`src/rtl/qcnt_pkg.sv`:
```
package qcnt_pkg;

  typedef enum logic [1:0] {CM_WRAP, CM_CLAMP, CM_ONCE, CM_MODN} cmode_e;
  typedef enum logic [1:0] {QD_STEPDIR, QD_X1, QD_X2, QD_X4} qmode_e;
  typedef enum logic [1:0] {TG_CMD, TG_MODE, TG_IO, TG_IDX} target_e;

  typedef struct packed {
    logic up;
    logic dn;
    logic bad;
  } step_t;

  // One synchronized sample of A/B against the previous one.
  function automatic step_t decode_step(qmode_e m, logic pa, logic pb, logic a, logic b);
    step_t r;
    logic ca, cb, fwd, take;
    r    = '0;
    ca   = pa ^ a;
    cb   = pb ^ b;
    fwd  = a ^ pb;
    take = (m == QD_X4) || (ca && ((m == QD_X2) || !b));
    if (m == QD_STEPDIR) begin
      if (!pa && a) begin
        r.up = b;
        r.dn = !b;
      end
    end else if (ca && cb) begin
      r.bad = 1'b1;
    end else if ((ca || cb) && take) begin
      r.up = fwd;
      r.dn = !fwd;
    end
    return r;
  endfunction

  function automatic logic index_edge(logic pos, logic prev, logic cur);
    return pos ? (!prev && cur) : (prev && !cur);
  endfunction

endpackage

```
`src/rtl/qcnt_input.sv`:
```
module qcnt_input
  import qcnt_pkg::*;
#(
  parameter int STAGES = 2
) (
  input  logic   clk,
  input  logic   rst_n,
  input  logic   a,
  input  logic   b,
  input  logic   idx,
  input  qmode_e qmode,
  input  logic   en,
  input  logic   idx_pos,
  input  logic   idx_sync,
  output logic   step_up,
  output logic   step_dn,
  output logic   noise,
  output logic   idx_evt
);

  logic [STAGES-1:0][2:0] stg;
  logic [2:0]             cur, prev;
  step_t                  st;
  logic                   gate_on, gate_ok;

  always_ff @(posedge clk or negedge rst_n) begin
    if (!rst_n) begin
      stg  <= '0;
      prev <= '0;
    end else begin
      stg  <= {stg[STAGES-2:0], {idx, b, a}};
      prev <= cur;
    end
  end

  assign cur     = stg[STAGES-1];
  assign st      = decode_step(qmode, prev[0], prev[1], cur[0], cur[1]);
  assign step_up = en & st.up;
  assign step_dn = en & st.dn;
  assign noise   = en & st.bad;
  assign gate_on = idx_sync && (qmode != QD_STEPDIR);
  assign gate_ok = !gate_on || (cur[0] && cur[1]);
  assign idx_evt = index_edge(idx_pos, prev[2], cur[2]) && gate_ok;


  step_excl_chk: assert property (@(posedge clk) disable iff (!rst_n)
    !(step_up && step_dn));

  stepdir_edge_chk: assert property (@(posedge clk) disable iff (!rst_n)
    (qmode == QD_STEPDIR && (step_up || step_dn)) |-> (cur[0] && !prev[0]));

  noise_nocount_chk: assert property (@(posedge clk) disable iff (!rst_n)
    noise |-> !(step_up || step_dn));

endmodule

```
`src/rtl/qcnt_core.sv`:
```
module qcnt_core
  import qcnt_pkg::*;
#(
  parameter int W = 24
) (
  input  logic         clk,
  input  logic         rst_n,
  input  cmode_e       mode,
  input  logic         step_up,
  input  logic         step_dn,
  input  logic         noise,
  input  logic         idx_load,
  input  logic         clr_cnt,
  input  logic         ld_preset,
  input  logic         clr_flags,
  input  logic         clr_err,
  input  logic [W-1:0] preset,
  output logic [W-1:0] cnt,
  output logic         borrow_t,
  output logic         carry_t,
  output logic         err,
  output logic         dir
);

  localparam logic [W-1:0] TOP = '1;
  localparam logic [W-1:0] ONE = W'(1);

  typedef struct packed {
    logic [W-1:0] val;
    logic         ovf;
    logic         unf;
    logic         halt;
  } nxt_t;

  function automatic nxt_t advance(cmode_e m, logic up, logic [W-1:0] c, logic [W-1:0] p);
    nxt_t r;
    r = '{val: c, ovf: 1'b0, unf: 1'b0, halt: 1'b0};
    if (up) begin
      if ((m == CM_CLAMP && c == p)) begin
        r.val = c;
      end else if (m == CM_MODN && c == p) begin
        r.val = '0;
        r.ovf = 1'b1;
      end else begin
        r.val  = c + ONE;
        r.ovf  = (c == TOP);
        r.halt = (m == CM_ONCE) && (c == TOP);
      end
    end else begin
      if (m == CM_CLAMP && c == '0) begin
        r.val = c;
      end else if (m == CM_MODN && c == '0) begin
        r.val = p;
        r.unf = 1'b1;
      end else begin
        r.val  = c - ONE;
        r.unf  = (c == '0);
        r.halt = (m == CM_ONCE) && (c == '0);
      end
    end
    return r;
  endfunction

  nxt_t nxt;
  logic halt_q, overridden, cnt_move;

  assign nxt        = advance(mode, step_up, cnt, preset);
  assign overridden = ld_preset || clr_cnt || idx_load;
  assign cnt_move   = (step_up || step_dn) && !halt_q && !overridden;

  always_ff @(posedge clk or negedge rst_n) begin
    if (!rst_n) begin
      cnt      <= '0;
      halt_q   <= 1'b0;
      borrow_t <= 1'b0;
      carry_t  <= 1'b0;
      err      <= 1'b0;
      dir      <= 1'b0;
    end else begin
      if (ld_preset || idx_load) begin
        cnt    <= ld_preset ? preset : (clr_cnt ? '0 : preset);
        halt_q <= 1'b0;
      end else if (clr_cnt) begin
        cnt    <= '0;
        halt_q <= 1'b0;
      end else if (cnt_move) begin
        cnt    <= nxt.val;
        halt_q <= nxt.halt;
      end
      if (clr_flags) begin
        borrow_t <= 1'b0;
        carry_t  <= 1'b0;
      end else begin
        borrow_t <= borrow_t ^ (cnt_move & nxt.unf);
        carry_t  <= carry_t ^ (cnt_move & nxt.ovf);
      end
      if (step_up || step_dn) dir <= step_up;
      err <= noise | (err & ~clr_err);
    end
  end


  preset_load_chk: assert property (@(posedge clk) disable iff (!rst_n)
    ld_preset |=> (cnt == $past(preset)));

  clear_chk: assert property (@(posedge clk) disable iff (!rst_n)
    (clr_cnt && !ld_preset) |=> (cnt == '0));

  clamp_hold_chk: assert property (@(posedge clk) disable iff (!rst_n)
    (mode == CM_CLAMP && step_up && cnt == preset && !overridden) |=> $stable(cnt));

  once_hold_chk: assert property (@(posedge clk) disable iff (!rst_n)
    (halt_q && !overridden) |=> $stable(cnt));

  carry_only_up_chk: assert property (@(posedge clk) disable iff (!rst_n)
    (!clr_flags && !step_up) |=> $stable(carry_t));

  noise_err_chk: assert property (@(posedge clk) disable iff (!rst_n)
    noise |=> err);

endmodule

```
`src/rtl/qcnt_channel.sv`:
```
module qcnt_channel
  import qcnt_pkg::*;
#(
  parameter int W           = 24,
  parameter int SYNC_STAGES = 2
) (
  input  logic       clk,
  input  logic       rst_n,
  input  logic       host_sel,
  input  logic       host_wr,
  input  logic       host_rd,
  input  logic [7:0] host_wdata,
  output logic [7:0] host_rdata,
  input  logic       enc_a,
  input  logic       enc_b,
  input  logic       enc_idx
);

  localparam int NB  = W / 8;
  localparam int BPW = (NB > 1) ? $clog2(NB) : 1;
  localparam logic [BPW-1:0] BP_LAST = BPW'(NB - 1);

  target_e      tg;
  logic         ctl_wr, cmd_wr, data_acc;
  logic         clr_cnt, clr_flags, clr_err, ld_preset, grab, bp_rst;
  cmode_e       cmode_q;
  qmode_e       qmode_q;
  logic         ab_en_q, idx_hold_q, idx_sync_q, idx_pos_q;
  logic [W-1:0] preset_q, latch_q, cnt;
  logic [BPW-1:0] bp;
  logic [7:0]   rd_byte;
  logic         step_up, step_dn, noise, idx_evt;
  logic         borrow_t, carry_t, err, dir;
  logic         unused_bits;

  assign tg        = target_e'(host_wdata[6:5]);
  assign ctl_wr    = host_wr && host_sel;
  assign cmd_wr    = ctl_wr && (tg == TG_CMD);
  assign data_acc  = !host_sel && (host_wr || host_rd);
  assign clr_cnt   = cmd_wr && (host_wdata[2:1] == 2'b01);
  assign clr_flags = cmd_wr && (host_wdata[2:1] == 2'b10);
  assign clr_err   = cmd_wr && (host_wdata[2:1] == 2'b11);
  assign ld_preset = cmd_wr && host_wdata[3];
  assign grab      = cmd_wr && host_wdata[4];
  assign bp_rst    = cmd_wr && host_wdata[0];
  assign unused_bits = host_wdata[7];

  always_ff @(posedge clk or negedge rst_n) begin
    if (!rst_n) begin
      cmode_q    <= CM_WRAP;
      qmode_q    <= QD_STEPDIR;
      ab_en_q    <= 1'b0;
      idx_hold_q <= 1'b0;
      idx_sync_q <= 1'b0;
      idx_pos_q  <= 1'b0;
      preset_q   <= '0;
      latch_q    <= '0;
      bp         <= '0;
    end else begin
      if (ctl_wr) begin
        case (tg)
          TG_MODE: begin
            cmode_q <= cmode_e'(host_wdata[2:1]);
            qmode_q <= qmode_e'(host_wdata[4:3]);
          end
          TG_IO: begin
            ab_en_q    <= host_wdata[0];
            idx_hold_q <= host_wdata[1];
          end
          TG_IDX: begin
            idx_sync_q <= host_wdata[0];
            idx_pos_q  <= host_wdata[1];
          end
          default: ;
        endcase
      end
      if (grab) latch_q <= cnt;
      if (!host_sel && host_wr) begin
        for (int k = 0; k < NB; k++)
          if (bp == BPW'(k)) preset_q[k*8 +: 8] <= host_wdata;
      end
      if (bp_rst) bp <= '0;
      else if (data_acc) bp <= (bp == BP_LAST) ? '0 : bp + BPW'(1);
    end
  end

  always_comb begin
    rd_byte = '0;
    for (int k = 0; k < NB; k++)
      if (bp == BPW'(k)) rd_byte = latch_q[k*8 +: 8];
  end

  assign host_rdata = host_sel ? {2'b00, dir, err, 2'b00, carry_t, borrow_t} : rd_byte;

  qcnt_input #(.STAGES(SYNC_STAGES)) u_input (
    .clk      (clk),
    .rst_n    (rst_n),
    .a        (enc_a),
    .b        (enc_b),
    .idx      (enc_idx),
    .qmode    (qmode_q),
    .en       (ab_en_q),
    .idx_pos  (idx_pos_q),
    .idx_sync (idx_sync_q),
    .step_up  (step_up),
    .step_dn  (step_dn),
    .noise    (noise),
    .idx_evt  (idx_evt)
  );

  qcnt_core #(.W(W)) u_core (
    .clk       (clk),
    .rst_n     (rst_n),
    .mode      (cmode_q),
    .step_up   (step_up),
    .step_dn   (step_dn),
    .noise     (noise),
    .idx_load  (idx_evt && !idx_hold_q),
    .clr_cnt   (clr_cnt),
    .ld_preset (ld_preset),
    .clr_flags (clr_flags),
    .clr_err   (clr_err),
    .preset    (preset_q),
    .cnt       (cnt),
    .borrow_t  (borrow_t),
    .carry_t   (carry_t),
    .err       (err),
    .dir       (dir)
  );


  bp_range_chk: assert property (@(posedge clk) disable iff (!rst_n)
    bp <= BP_LAST);

  bp_wrap_chk: assert property (@(posedge clk) disable iff (!rst_n)
    (data_acc && !ctl_wr && bp == BP_LAST) |=> (bp == '0));

  mode_write_chk: assert property (@(posedge clk) disable iff (!rst_n)
    (ctl_wr && tg == TG_MODE) |=> (cmode_q == $past(host_wdata[2:1])));

  latch_hold_chk: assert property (@(posedge clk) disable iff (!rst_n)
    !grab |=> $stable(latch_q));

endmodule

```
`config.mk`:
```
export PLATFORM = sky130hd
export DESIGN_NAME = qcnt_channel
export DESIGN_NICKNAME = d
export VERILOG_FILES = /design/src/rtl/qcnt_pkg.sv /design/src/rtl/qcnt_input.sv /design/src/rtl/qcnt_core.sv /design/src/rtl/qcnt_channel.sv
export SDC_FILE = /design/constraint.sdc
export NUM_CORES = 1
export LEC_CHECK = 0
export ABC_AREA = 1
export CAP_MARGIN = 5
export CORE_MARGIN = 8
export CORE_UTILIZATION = 50
export DETAILED_ROUTE_END_ITERATION = 10
export PLACE_DENSITY_LB_ADDON = 0.15
export REMOVE_ABC_BUFFERS = 1
export SLEW_MARGIN = 20
export SYNTH_ARGS = -nofsm -noshare
export SYNTH_HDL_FRONTEND = slang
export SYNTH_SLANG_ARGS = --single-unit
export TNS_END_PERCENT = 100
```
`constraint.sdc`:
```
create_clock -name clk -period 5.4 [get_ports clk]
set_input_delay 1.08 -clock clk [delete_from_list [all_inputs] [get_ports clk]]
set_output_delay 1.08 -clock clk [all_outputs]
set_load 0.01 [all_outputs]
```
==> results.json <==
{
  "nFillCells": 1437,
  "reg2reg_to": "u_core.cnt[1]$_DFFE_PN0P_",
  "rsz0062_at_grt": "false",
  "path_max_fanout": 9,
  "antenna_left": 0,
  "layout-drive-gt1-share_pct": 7.11,
  "synth-edff-count": 0,
  "ys_async_sr_fraction_pct": 100,
  "start_kind": "input port",
  "cp-end-kind": "output port",
  "power_frac_clock_pct": 18.0,
  "relSlewSlack_pct": 29.4,
  "gp_congestion": 0.962,
  "p_int_mw": 1.97,
  "synth_flop_cell": "dfrtp_1",
  "port_buffers": 23,
  "r2r_cells": 15,
  "fin_setup_tns_ps": 0,
  "clock-root-buffer": "clkbuf_16",
  "min_to": "u_input.cur[0]$_DFF_PN0_",
  "first_global_vias": 5721,
  "leakagePower_nw": 3.58,
  "fmax_mhz": 269,
  "cts_setup_buffers": 0,
  "initial_core_util_pct": 50.4,
  "finalWirelength_mm": 20.4,
  "hold_class": "register to register",
  "overflow": 0,
  "vdd_ir_drop_max_uv": 229,
  "hpwl_mm": 15.2,
  "drc": 0,
  "grt_pass1_wl_mm": 32.3,
  "cts.repair.resized": 0,
  "synth.largest_area_cell": "dfrtp_1",
  "cts_tree": "done",
  "reg2reg_slack_ps": 2230,
  "yosys_warnings": 0,
  "finalCritPeriodShare_pct": 68.9,
  "hold_slack_ps": 352,
  "tightest_slew_ps": 1060,
  "slew_viol_final": 0,
  "die_y_um": 134,
  "htreeDepth": 3,
  "drtIter0Drc": 513,
  "io_pins": 24,
  "num_antenna_cells": 0,
  "postCtsHoldBufs": 0,
  "synthesis.instances": 1019,
  "share_seq_of_total_power_pct": 36.9,
  "fp.coreArea_um2": 13700,
  "rows": 43,
  "insertion_delay_ps": 360,
  "clock-sinks": 96,
  "fin_nets": 1027,
  "worst_r2r_startpoint": "u_input.cur[0]$_DFF_PN0_",
  "firstDrtPassIters": 6,
  "power_frac_comb_pct": 45.1,
  "ys_ff_latch": 96,
  "synth_top_area_share_pct": 34.7,
  "synth_area_leaders": "dfrtp_1, nand2_1, nand3_1, inv_1, o21ai_0",
  "worstHoldStart": "u_input.stg[0]$_DFF_PN0_",
  "final-hold-violation-count": 0,
  "run_status": "completed",
  "p_switching_mw": 1.80,
  "pre_cts_ws_ps": 1580,
  "finalPower_mw": 3.77,
  "viasPerCell": 5.29,
  "synth.distinct_cells": 36,
  "power_density_nw_per_um2": 516,
  "grtUsageTotal_pct": 23.4,
  "antenna_found_initial": 0,
  "drt-wirelength-per-cell_um": 17.2,
  "setup_viol": 0,
  "synth_area_um2": 6910,
  "syn2layout_area_growth_pct": 5.74,
  "ctsLongestPathBuffers": 2,
  "synth.avg_cell_area_um2": 6.79,
  "cp.arrival_ps": 2640,
  "max_cap_violations": 0,
  "cts_buffers": 9,
  "swShare_pct": 47.7,
  "die_x_um": 134,
  "finalClockSkew_ps": 11.5,
  "worstPathRequired_ps": 4320,
  "vias": 6305,
  "path_class": "input port to output port",
  "fin_crit_ps": 3720,
  "fin_ws_ps": 1680,
  "worstHoldPathCells": 0,
  "grt_max_degree": 50,
  "clkTransAtPathRegs_ps": 70,
  "die-area_um2": 17800,
  "yosysSeqAreaShare_pct": 34.7
}
-- synth_stat cells, types with 3 or more instances --
cell        n
a21oi_1    16
a31oi_1     6
buf_2       9
buf_4       8
buf_6      22
clkbuf_1    8
clkinv_2    3
dfrtp_1    96
ha_1        4
inv_1      86
inv_2       8
nand2_1   409
nand2_2    10
nand2_4     3
nand3_1    81
nand3b_1    3
nand4_1    16
nor2_1     68
nor2_2     10
nor2_4     13
nor3_1      7
o211ai_1    9
o21ai_0    62
o21ai_1     6
xnor2_1    19
xor2_1     24
-- critical path: stages --
cell and delay (ps):
clkdlybuf4s50_1 560, inv_1 240, nor2_1 60, a31oi_1 140, clkdlybuf4s50_1 550
-- registers in the layout, indices dropped and copies added, names as in the netlist, 2 cells and up --
signal,flops
cmode_q,2
u_input.prev,3
u_core.cnt,24
u_input.cur,3
u_input.stg,3
latch_q,24
preset_q,24
bp,2
qmode_q,2
-- kinds of logic (layout without fill, tap and decap cells) --
family / after synthesis / count (layout) / share of synthesized area (%)
AO/OA/AOI/OAI: 103 / 103 / 8.07
buffers and inverters: 146 / 139 / 11.0
AND/OR/NAND/NOR: 627 / 627 / 40.0
XOR/XNOR: 43 / 43 / 5.45
flip-flops: 96 / 96 / 34.7
adder cells (fa/ha/maj): 4 / 4 / 0.724
-- cell type report --
cell class | count | area [µm²] | share of cell area [%]
Clock buffer | 11 | 243 | 3.32
Clock inverter | 5 | 67.6 | 0.924
Inverter | 98 | 374 | 5.12
Multi-Input combinational cell | 777 | 3760 | 51.4
Sequential cell | 96 | 2400 | 32.9
Tap cell | 180 | 225 | 3.08
Timing Repair Buffer | 25 | 243 | 3.32
-- cells in the final DEF (no fill, tap or decap), drive strengths merged, types with 2 or more instances in the layout --
| cell type | netlist | routed |
|---|---|---|
| nand2 | 422 | 422 |
| inv | 95 | 99 |
| dfrtp | 96 | 96 |
| nor2 | 93 | 93 |
| nand3 | 84 | 84 |
| o21ai | 68 | 68 |
| xor2 | 24 | 24 |
| clkdlybuf4s50 | 0 | 22 |
| xnor2 | 19 | 19 |
| a21oi | 16 | 16 |
| nand4 | 16 | 16 |
| clkbuf | 8 | 11 |
| o211ai | 9 | 9 |
| nor3 | 8 | 8 |
| a31oi | 6 | 6 |
| ha | 4 | 4 |
| clkinv | 3 | 3 |
| nand3b | 3 | 3 |
| buf | 40 | 3 |
| a32oi | 2 | 2 |
-- worst max path at each step --
stage | cells after the start | endpoint | start
2_1_floorplan | 3 | host_rdata[1] | host_sel
3_3_place_gp | 13 | u_core.cnt[21]$_DFFE_PN0P_ | host_sel
3_5_place_dp | 13 | u_core.cnt[18]$_DFFE_PN0P_ | host_sel
4_1_cts | 5 | host_rdata[1] | host_sel
5_1_grt | 5 | host_rdata[1] | host_sel
6_report | 5 | host_rdata[4] | host_sel
-- through the flow --
stage,util (%),cells,cell area [µm²]
2_1_floorplan,-,971,6530
3_3_place_gp,51.0,1176,7000
3_5_place_dp,51.0,1176,7000
4_1_cts,53.3,1192,7310
5_1_grt,53.3,1192,7310
6_report,53.3,1192,7310
-- routing by layer --
metal | vias to the layer above | wire [µm] | track usage (%) | share of wire, %
met5 | - | 0 | 0 | 0
met4 | 0 | 591 | 9.92 | 2.9
met3 | 34 | 1490 | 3.16 | 7.3
met2 | 213 | 9010 | 35.5 | 44
met1 | 2880 | 9360 | 32.7 | 46
li1 | 3178 | - | - | -
-- power by group through the flow --
stage	Combinational [mW]	Sequential [mW]	Clock, mW
3_5_place_dp	1.68	1.39	0
5_1_grt	1.91	1.43	0.725
6_report	1.70	1.39	0.681
2_1_floorplan	1.28	1.25	0
3_3_place_gp	1.67	1.39	0
4_1_cts	1.69	1.38	0.695
(Power assumes the default switching activity.)
